[src/rtl/wmc_pkg.sv]
`timescale 1ns/1ps
package wmc_pkg;
  typedef enum logic [1:0] {
    ST_IDLE  = 2'd0,
    ST_ROUND = 2'd1,
    ST_FINAL = 2'd2
  } wmc_state_e;
endpackage

[src/rtl/wmc_key_bank.sv]
`timescale 1ns/1ps
// Single-port key bank: one address per cycle, shared by write and read.
module wmc_key_bank #(
  parameter int W     = 8,
  parameter int DEPTH = 10,
  parameter int AW    = 4
) (
  input  logic          clk,
  input  logic          we,
  input  logic [AW-1:0] addr,
  input  logic [W-1:0]  wdata,
  output logic [W-1:0]  rdata
);
  logic [W-1:0] mem [DEPTH];

  always_ff @(posedge clk) begin
    if (we && (int'(addr) < DEPTH)) begin
      mem[addr] <= wdata;
    end
  end

  assign rdata = mem[addr];
endmodule

[src/rtl/wmc_round.sv]
`timescale 1ns/1ps
// One full round: quadratic mixing, data-dependent rotation, key add, word rename.
module wmc_round #(
  parameter int W = 8,
  parameter int K = 3
) (
  input  logic [W-1:0] a_i,
  input  logic [W-1:0] b_i,
  input  logic [W-1:0] c_i,
  input  logic [W-1:0] d_i,
  input  logic [W-1:0] key_even,
  input  logic [W-1:0] key_odd,
  output logic [W-1:0] a_o,
  output logic [W-1:0] b_o,
  output logic [W-1:0] c_o,
  output logic [W-1:0] d_o
);
  function automatic logic [W-1:0] rot_left(input logic [W-1:0] x, input logic [K-1:0] s);
    logic [2*W-1:0] dbl;
    dbl = {x, x} << s;
    return dbl[2*W-1:W];
  endfunction

  logic [W-1:0] b_sq, d_sq, t_mix, u_mix, a_mix, c_mix;

  always_comb begin
    b_sq  = b_i * {b_i[W-2:0], 1'b1};
    d_sq  = d_i * {d_i[W-2:0], 1'b1};
    t_mix = {b_sq[W-K-1:0], b_sq[W-1:W-K]};
    u_mix = {d_sq[W-K-1:0], d_sq[W-1:W-K]};
    a_mix = rot_left(a_i ^ t_mix, u_mix[K-1:0]) + key_even;
    c_mix = rot_left(c_i ^ u_mix, t_mix[K-1:0]) + key_odd;
  end

  assign a_o = b_i;
  assign b_o = c_mix;
  assign c_o = d_i;
  assign d_o = a_mix;
endmodule

[src/rtl/wmc_ctrl.sv]
`timescale 1ns/1ps
// Sequencer: load, ROUNDS rounds, final whitening; owns the bank address.
module wmc_ctrl
  import wmc_pkg::*;
#(
  parameter int ROUNDS = 8,
  parameter int AW     = 4
) (
  input  logic          clk,
  input  logic          rst_n,
  input  logic          start,
  input  logic          key_we,
  input  logic [AW-1:0] key_addr,
  output logic [AW-1:0] rd_addr,
  output logic          load_en,
  output logic          round_en,
  output logic          final_en,
  output logic          key_wr_ok,
  output logic          done
);
  localparam logic [AW-1:0] LAST_RND = AW'(ROUNDS);
  localparam logic [AW-1:0] FIN_ADDR = AW'(ROUNDS + 1);

  wmc_state_e    state_q, state_d;
  logic [AW-1:0] rnd_q, rnd_d;
  logic          done_q, done_d;

  always_comb begin
    state_d   = state_q;
    rnd_d     = rnd_q;
    done_d    = 1'b0;
    load_en   = 1'b0;
    round_en  = 1'b0;
    final_en  = 1'b0;
    key_wr_ok = 1'b0;
    rd_addr   = key_addr;
    case (state_q)
      ST_IDLE: begin
        if (start) begin
          load_en = 1'b1;
          rd_addr = '0;
          rnd_d   = AW'(1);
          state_d = ST_ROUND;
        end else begin
          key_wr_ok = key_we;
        end
      end
      ST_ROUND: begin
        round_en = 1'b1;
        rd_addr  = rnd_q;
        if (rnd_q == LAST_RND) begin
          state_d = ST_FINAL;
        end else begin
          rnd_d = rnd_q + AW'(1);
        end
      end
      ST_FINAL: begin
        final_en = 1'b1;
        rd_addr  = FIN_ADDR;
        done_d   = 1'b1;
        state_d  = ST_IDLE;
      end
      default: state_d = ST_IDLE;
    endcase
  end

  always_ff @(posedge clk or negedge rst_n) begin
    if (!rst_n) begin
      state_q <= ST_IDLE;
      rnd_q   <= '0;
      done_q  <= 1'b0;
    end else begin
      state_q <= state_d;
      rnd_q   <= rnd_d;
      done_q  <= done_d;
    end
  end

  assign done = done_q;

  assert_done_pulse_R6: assert property (@(posedge clk) disable iff (!rst_n)
    done_q |=> !done_q);
  assert_final_done_R6: assert property (@(posedge clk) disable iff (!rst_n)
    (state_q == ST_FINAL) |=> done_q);
  assert_round_range_R4: assert property (@(posedge clk) disable iff (!rst_n)
    (state_q == ST_ROUND) |-> (rnd_q != '0) && (rnd_q <= LAST_RND));
  assert_busy_start_R8: assert property (@(posedge clk) disable iff (!rst_n)
    (state_q == ST_ROUND && rnd_q != LAST_RND) |=> (state_q == ST_ROUND));
endmodule

[src/rtl/wordmix_cipher.sv]
`timescale 1ns/1ps
module wordmix_cipher #(
  parameter int W      = 8,
  parameter int ROUNDS = 8,
  localparam int NKEYS = 2 * ROUNDS + 4,
  localparam int M     = $clog2(NKEYS)
) (
  input  logic           clk,
  input  logic           rst_n,
  input  logic [W-1:0]   key_data,
  input  logic [M-1:0]   key_idx,
  input  logic           key_we,
  input  logic [4*W-1:0] blk_in,
  input  logic           blk_we,
  output logic [4*W-1:0] blk_out,
  output logic           done
);
  localparam int K     = $clog2(W);
  localparam int DEPTH = ROUNDS + 2;
  localparam int AW    = M - 1;

  // Reset: asserted asynchronously, released on the clock.
  logic [1:0] rst_pipe_q;
  logic       rst_sync_n;
  always_ff @(posedge clk or negedge rst_n) begin
    if (!rst_n) rst_pipe_q <= 2'b00;
    else        rst_pipe_q <= {rst_pipe_q[0], 1'b1};
  end
  assign rst_sync_n = rst_pipe_q[1];

  logic [AW-1:0] rd_addr;
  logic          load_en, round_en, final_en, key_wr_ok;
  logic [W-1:0]  key_rd [2];

  wmc_ctrl #(.ROUNDS(ROUNDS), .AW(AW)) u_ctrl (
    .clk      (clk),
    .rst_n    (rst_sync_n),
    .start    (blk_we),
    .key_we   (key_we),
    .key_addr (key_idx[M-1:1]),
    .rd_addr  (rd_addr),
    .load_en  (load_en),
    .round_en (round_en),
    .final_en (final_en),
    .key_wr_ok(key_wr_ok),
    .done     (done)
  );

  for (genvar g = 0; g < 2; g++) begin : g_bank
    logic bank_we;
    assign bank_we = key_wr_ok && (key_idx[0] == 1'(g));
    wmc_key_bank #(.W(W), .DEPTH(DEPTH), .AW(AW)) u_bank (
      .clk  (clk),
      .we   (bank_we),
      .addr (rd_addr),
      .wdata(key_data),
      .rdata(key_rd[g])
    );
  end

  logic [W-1:0] wa_q, wb_q, wc_q, wd_q;
  logic [W-1:0] wa_d, wb_d, wc_d, wd_d;
  logic [W-1:0] ra, rb, rc, rd;
  logic         words_en;
  logic [4*W-1:0] out_q, out_d;

  wmc_round #(.W(W), .K(K)) u_round (
    .a_i     (wa_q),
    .b_i     (wb_q),
    .c_i     (wc_q),
    .d_i     (wd_q),
    .key_even(key_rd[0]),
    .key_odd (key_rd[1]),
    .a_o     (ra),
    .b_o     (rb),
    .c_o     (rc),
    .d_o     (rd)
  );

  always_comb begin
    words_en = load_en || round_en;
    if (load_en) begin
      wa_d = blk_in[4*W-1:3*W];
      wb_d = blk_in[3*W-1:2*W] + key_rd[0];
      wc_d = blk_in[2*W-1:W];
      wd_d = blk_in[W-1:0] + key_rd[1];
    end else begin
      wa_d = ra;
      wb_d = rb;
      wc_d = rc;
      wd_d = rd;
    end
    out_d = out_q;
    if (final_en) begin
      out_d = {wa_q + key_rd[0], wb_q, wc_q + key_rd[1], wd_q};
    end
  end

  always_ff @(posedge clk or negedge rst_sync_n) begin
    if (!rst_sync_n) begin
      wa_q  <= '0;
      wb_q  <= '0;
      wc_q  <= '0;
      wd_q  <= '0;
      out_q <= '0;
    end else begin
      if (words_en) begin
        wa_q <= wa_d;
        wb_q <= wb_d;
        wc_q <= wc_d;
        wd_q <= wd_d;
      end
      if (final_en) begin
        out_q <= out_d;
      end
    end
  end

  assign blk_out = out_q;

  assert_hold_output_R7: assert property (@(posedge clk) disable iff (!rst_sync_n)
    !done |-> $stable(blk_out));
  assert_no_mixed_ops_R9: assert property (@(posedge clk) disable iff (!rst_sync_n)
    $onehot0({load_en, round_en, final_en, key_wr_ok}));
endmodule

[config.mk]
export PLATFORM = sky130hd
export DESIGN_NAME = wordmix_cipher
export DESIGN_NICKNAME = d
export VERILOG_FILES = /design/src/rtl/wmc_pkg.sv /design/src/rtl/wmc_key_bank.sv /design/src/rtl/wmc_round.sv /design/src/rtl/wmc_ctrl.sv /design/src/rtl/wordmix_cipher.sv
export SDC_FILE = /design/constraint.sdc
export NUM_CORES = 1
export LEC_CHECK = 0
export BUFFER_PORTS_ARGS = -buffer_cell sky130_fd_sc_hd__clkbuf_2
export CORE_MARGIN = 2
export CORE_UTILIZATION = 45
export DETAILED_ROUTE_END_ITERATION = 10
export PLACE_DENSITY_LB_ADDON = 0.3
export RECOVER_POWER = 50
export SYNTH_ARGS = -nofsm -noshare
export SYNTH_HDL_FRONTEND = slang
export SYNTH_SLANG_ARGS = --single-unit
[constraint.sdc]
create_clock -name clk -period 2.1 [get_ports clk]
set_input_delay 0.21 -clock clk [delete_from_list [all_inputs] [get_ports clk]]
set_output_delay 0.21 -clock clk [all_outputs]
set_load 0.1 [all_outputs]
==> flow_summary_export.csv <==
group,metric,value,unit
global_routing,first_global_vias,10682,
critical_path,worstPathArrival,5.84,ns
floorplanning,ios,82,
yosys,syn-num-nets,1375,
floorplanning,die_w,174,µm
final_layout,syn2layout_area_growth,43.2,%
critical_path,path_delay_family,"adder cells",
final_layout,nets,1744,
floorplanning,initial_utilization,0.454,
drt,dr.pass1.iters,7,
placement,io_buffers,81,
yosys,synth_edf_count,160,
yosys,ys_async_sr_fraction,0.313,
yosys,synth_top_area_frac,0.370,
yosys,synth_seq_area_share,0.511,
critical_path,crit_path_start_kind,"flip-flop",
floorplanning,coreArea,28500,µm²
clock_tree,worstSkewPairLatency,0.56,ns
floorplanning,die_area,30200,µm²
sta,timing.final.ws_setup,-3.30,ns
drt,drt_iter0_drc,620,
critical_path,path_class,"reg -> reg",
drt,route.detailed.drc,0,
final_layout,stdcell_area,18600,µm²
yosys,ys_warn_count,0,
critical_path,path_buf_inv,5,
critical_path,cp_slowest_cell,"fa_1",
sta,max-slew-margin-rel,0.338,
clock_tree,cts.sinks,233,
critical_path,cpPeakStageDelay,0.48,ns
yosys,syn_avg_cell_area,10.6,µm²
clock_tree,htreeDepth,1,
floorplanning,fp-row-count,62,
placement,post_dp_cell_area,15900,µm²
drt,vias_per_cell,5.28,
global_routing,antenna_found_initial,0,
global_routing,grt_usage,0.238,
drt,vias,10563,
clock_tree,cts_root_buffer,"clkbuf_16",
sta,setup_viol,192,
critical_path,cp_max_fo,5,
sta,finalCriticalPeriod,5.40,ns
outcome,violations,"setup timing",
floorplanning,die_h,174,µm
yosys,syn_area,13000,µm²
outcome,status,"finished, violations left",
clock_tree,cts_tree,"yes",
sta,worst_slew_pin_slew,0.993,ns
yosys,synth_top_area_cell,"edfxtp_1",
sta,rsz0062_at_grt,"yes",
sta,final-hold-violation-count,0,
hold_path,hp-class,"in -> reg",
clock_tree,clockBufferDepth,3,
yosys,synthCells,1227,
global_routing,grt_max_degree,54,
yosys,ys_top_cells_by_area,"edfxtp_1 (37%), dfrtp_1 (14%), nand2_1 (7.4%)",
drt,wire_per_inst,18.4,µm
sta,timing.final.max_slew_violations,0,
global_routing,grt_pass1_wl,56600,µm
sta,maxClockFrequency,185,MHz
drt,drt_wl_total,36900,µm
sta,fin_crit_sh,2.57,
yosys,synth_top_flop_cell,"edfxtp_1",
flow_run,maxCapViolations,0,
final_layout,diodes,0,
clock_tree,clk_pin_slew,0.06,ns
global_routing,grt_overflow,0,
critical_path,endpoint_kind,"flip-flop",
final_layout,drive_gt1_frac,0.378,
yosys,synth_seq_cells,233,
sta,skew,0.0220,ns
yosys,synth_cell_types,52,
critical_path,required,2.54,ns
placement,globalplace.congestion,0.914,
placement,dpl.hpwl,25900,µm
drt,final_antenna_net_count,0,
placement,pre_cts_ws,-3.20,ns
clock_tree,cts_inserted_buffers,27,
[stage by stage]
| step | setup TNS [ns] | util | hold slack, ns | instances |
|---|---|---|---|---|
| floorplan | -91.07 | - | -0.0856 | 1227 |
| global placement | -207.44 | 0.559 | -0.00295 | 1873 |
| detailed placement | -211.84 | 0.559 | 0.00318 | 1873 |
| CTS | -169.98 | 0.628 | 0.00274 | 1977 |
| global route | -195.59 | 0.650 | 0.0536 | 2001 |
| finish | -177.81 | 0.650 | 0.0157 | 2001 |
[area by class of cell]
cell class / count / area, µm²
clock buffers: 30 / 687
flip-flops and latches: 233 / 6640
repair buffers: 398 / 3270
clock inverters: 20 / 310
fillers: 2207 / 9980
well taps: 384 / 480
inverters: 74 / 278
multi-input cells: 862 / 6910
[state kept, by name (all words and copies together), names as in the netlist]
register / count
g_bank.u_bank.mem: 160
blk_out: 32
wa_q: 8
wb_q: 8
wc_q: 8
wd_q: 8
u_ctrl.rnd_q: 4
rst_pipe_q: 2
u_ctrl.state_q: 2
u_ctrl.done: 1
[worst reg2reg max path, cell delays in order, from the launching register on]
cell	delay, ns
dfrtp_1	0.40
and2_4	0.18
ha_4	0.12
inv_2	0.03
fa_1	0.48
inv_1	0.05
ha_1	0.28
inv_2	0.04
fa_1	0.48
fa_2	0.36
buf_4	0.16
xor2_2	0.15
xnor2_1	0.17
or2_2	0.33
o21ai_0	0.09
mux2i_1	0.14
mux2_4	0.35
buf_4	0.15
fa_2	0.39
a21o_1	0.20
a21oi_2	0.14
o21bai_1	0.09
a21oi_1	0.17
xnor2_1	0.10
a211oi_1	0.21
a21oi_1	0.06
[worst paths after layout]
kind	start	cells after the start	slack, ns	endpoint
max in group asynchronous	rst_pipe_q[1]	1	1.20	blk_out[5]
min in group asynchronous	rst_pipe_q[1]	0	0.29	blk_out[26]
hold reg to reg	rst_pipe_q[1]	0	0.29	blk_out[26]
hold / removal	blk_in[13]	3	0.02	wc_q[5]
setup / recovery	wd_q[0]	25	-3.30	wb_q[6]
setup reg to reg	wd_q[0]	25	-3.30	wb_q[6]
[cells in the final DEF, fill, tap and decap left out, drive strengths merged, types with 8 or more instances in the layout]
cell         count
dfrtp           73
o21ai           67
inv             75
clkinv          10
edfxtp         160
fa              24
a21oi           59
nand3           36
xor2            26
clkbuf         113
and2             9
nor2            51
nand2          256
a31oi           14
nand2b          18
a311oi          14
dlygate4sd3     16
mux2             8
mux2i           25
a21o            14
buf            299
a22oi           19
and3            34
ha              75
xnor2           41
[cells by family after synthesis]
kind of cell | Yosys count | synth area share
AOI/OAI and AO/OA | 225 | 0.110
xor gates and xnor gates | 71 | 0.0522
adders and majority gates | 99 | 0.109
buffers and inverters | 132 | 0.0396
DFF | 233 | 0.511
muxes | 36 | 0.0314
other | 1 | 0.000289
and+or+nand+nor | 430 | 0.146
[per-layer routing]
metal,GRT usage,wire (µm)
met1,0.294,15100
met2,0.426,18700
met3,0.0355,1750
met4,0.0837,1340
met5,0,0
[synth_stat cells, drive strengths merged, types with 5 or more instances]
library cell and number:
mux2 8, dfrtp 73, mux2i 25, o21bai 7
o211ai 6, and2 9, ha 75, a22oi 19
buf 24, nor2b 7, o21ai 67, nand3 36
a21o 14, clkbuf 34, a21oi 59, xnor2 41
nor2 51, nand2 256, a31oi 14, edfxtp 160
a311oi 14, nor3 6, fa 24, a211oi 6
inv 74, and3 34, or2 5, xor2 26
nand2b 18
[repair_timing]
action | CTS | global route
gates cloned | 0 | 2
hold buffers | 16 | 0
setup endpoints to repair | 192 | 193
pin swaps | 55 | 57
gates resized for setup | 111 | 96
buffers inserted | 43 | 33
hold endpoints to repair | 16 | 0
Power is left out: the tool's default activity adds up to more than one toggle a clock period on the data nets, which glitch-free logic cannot reach.
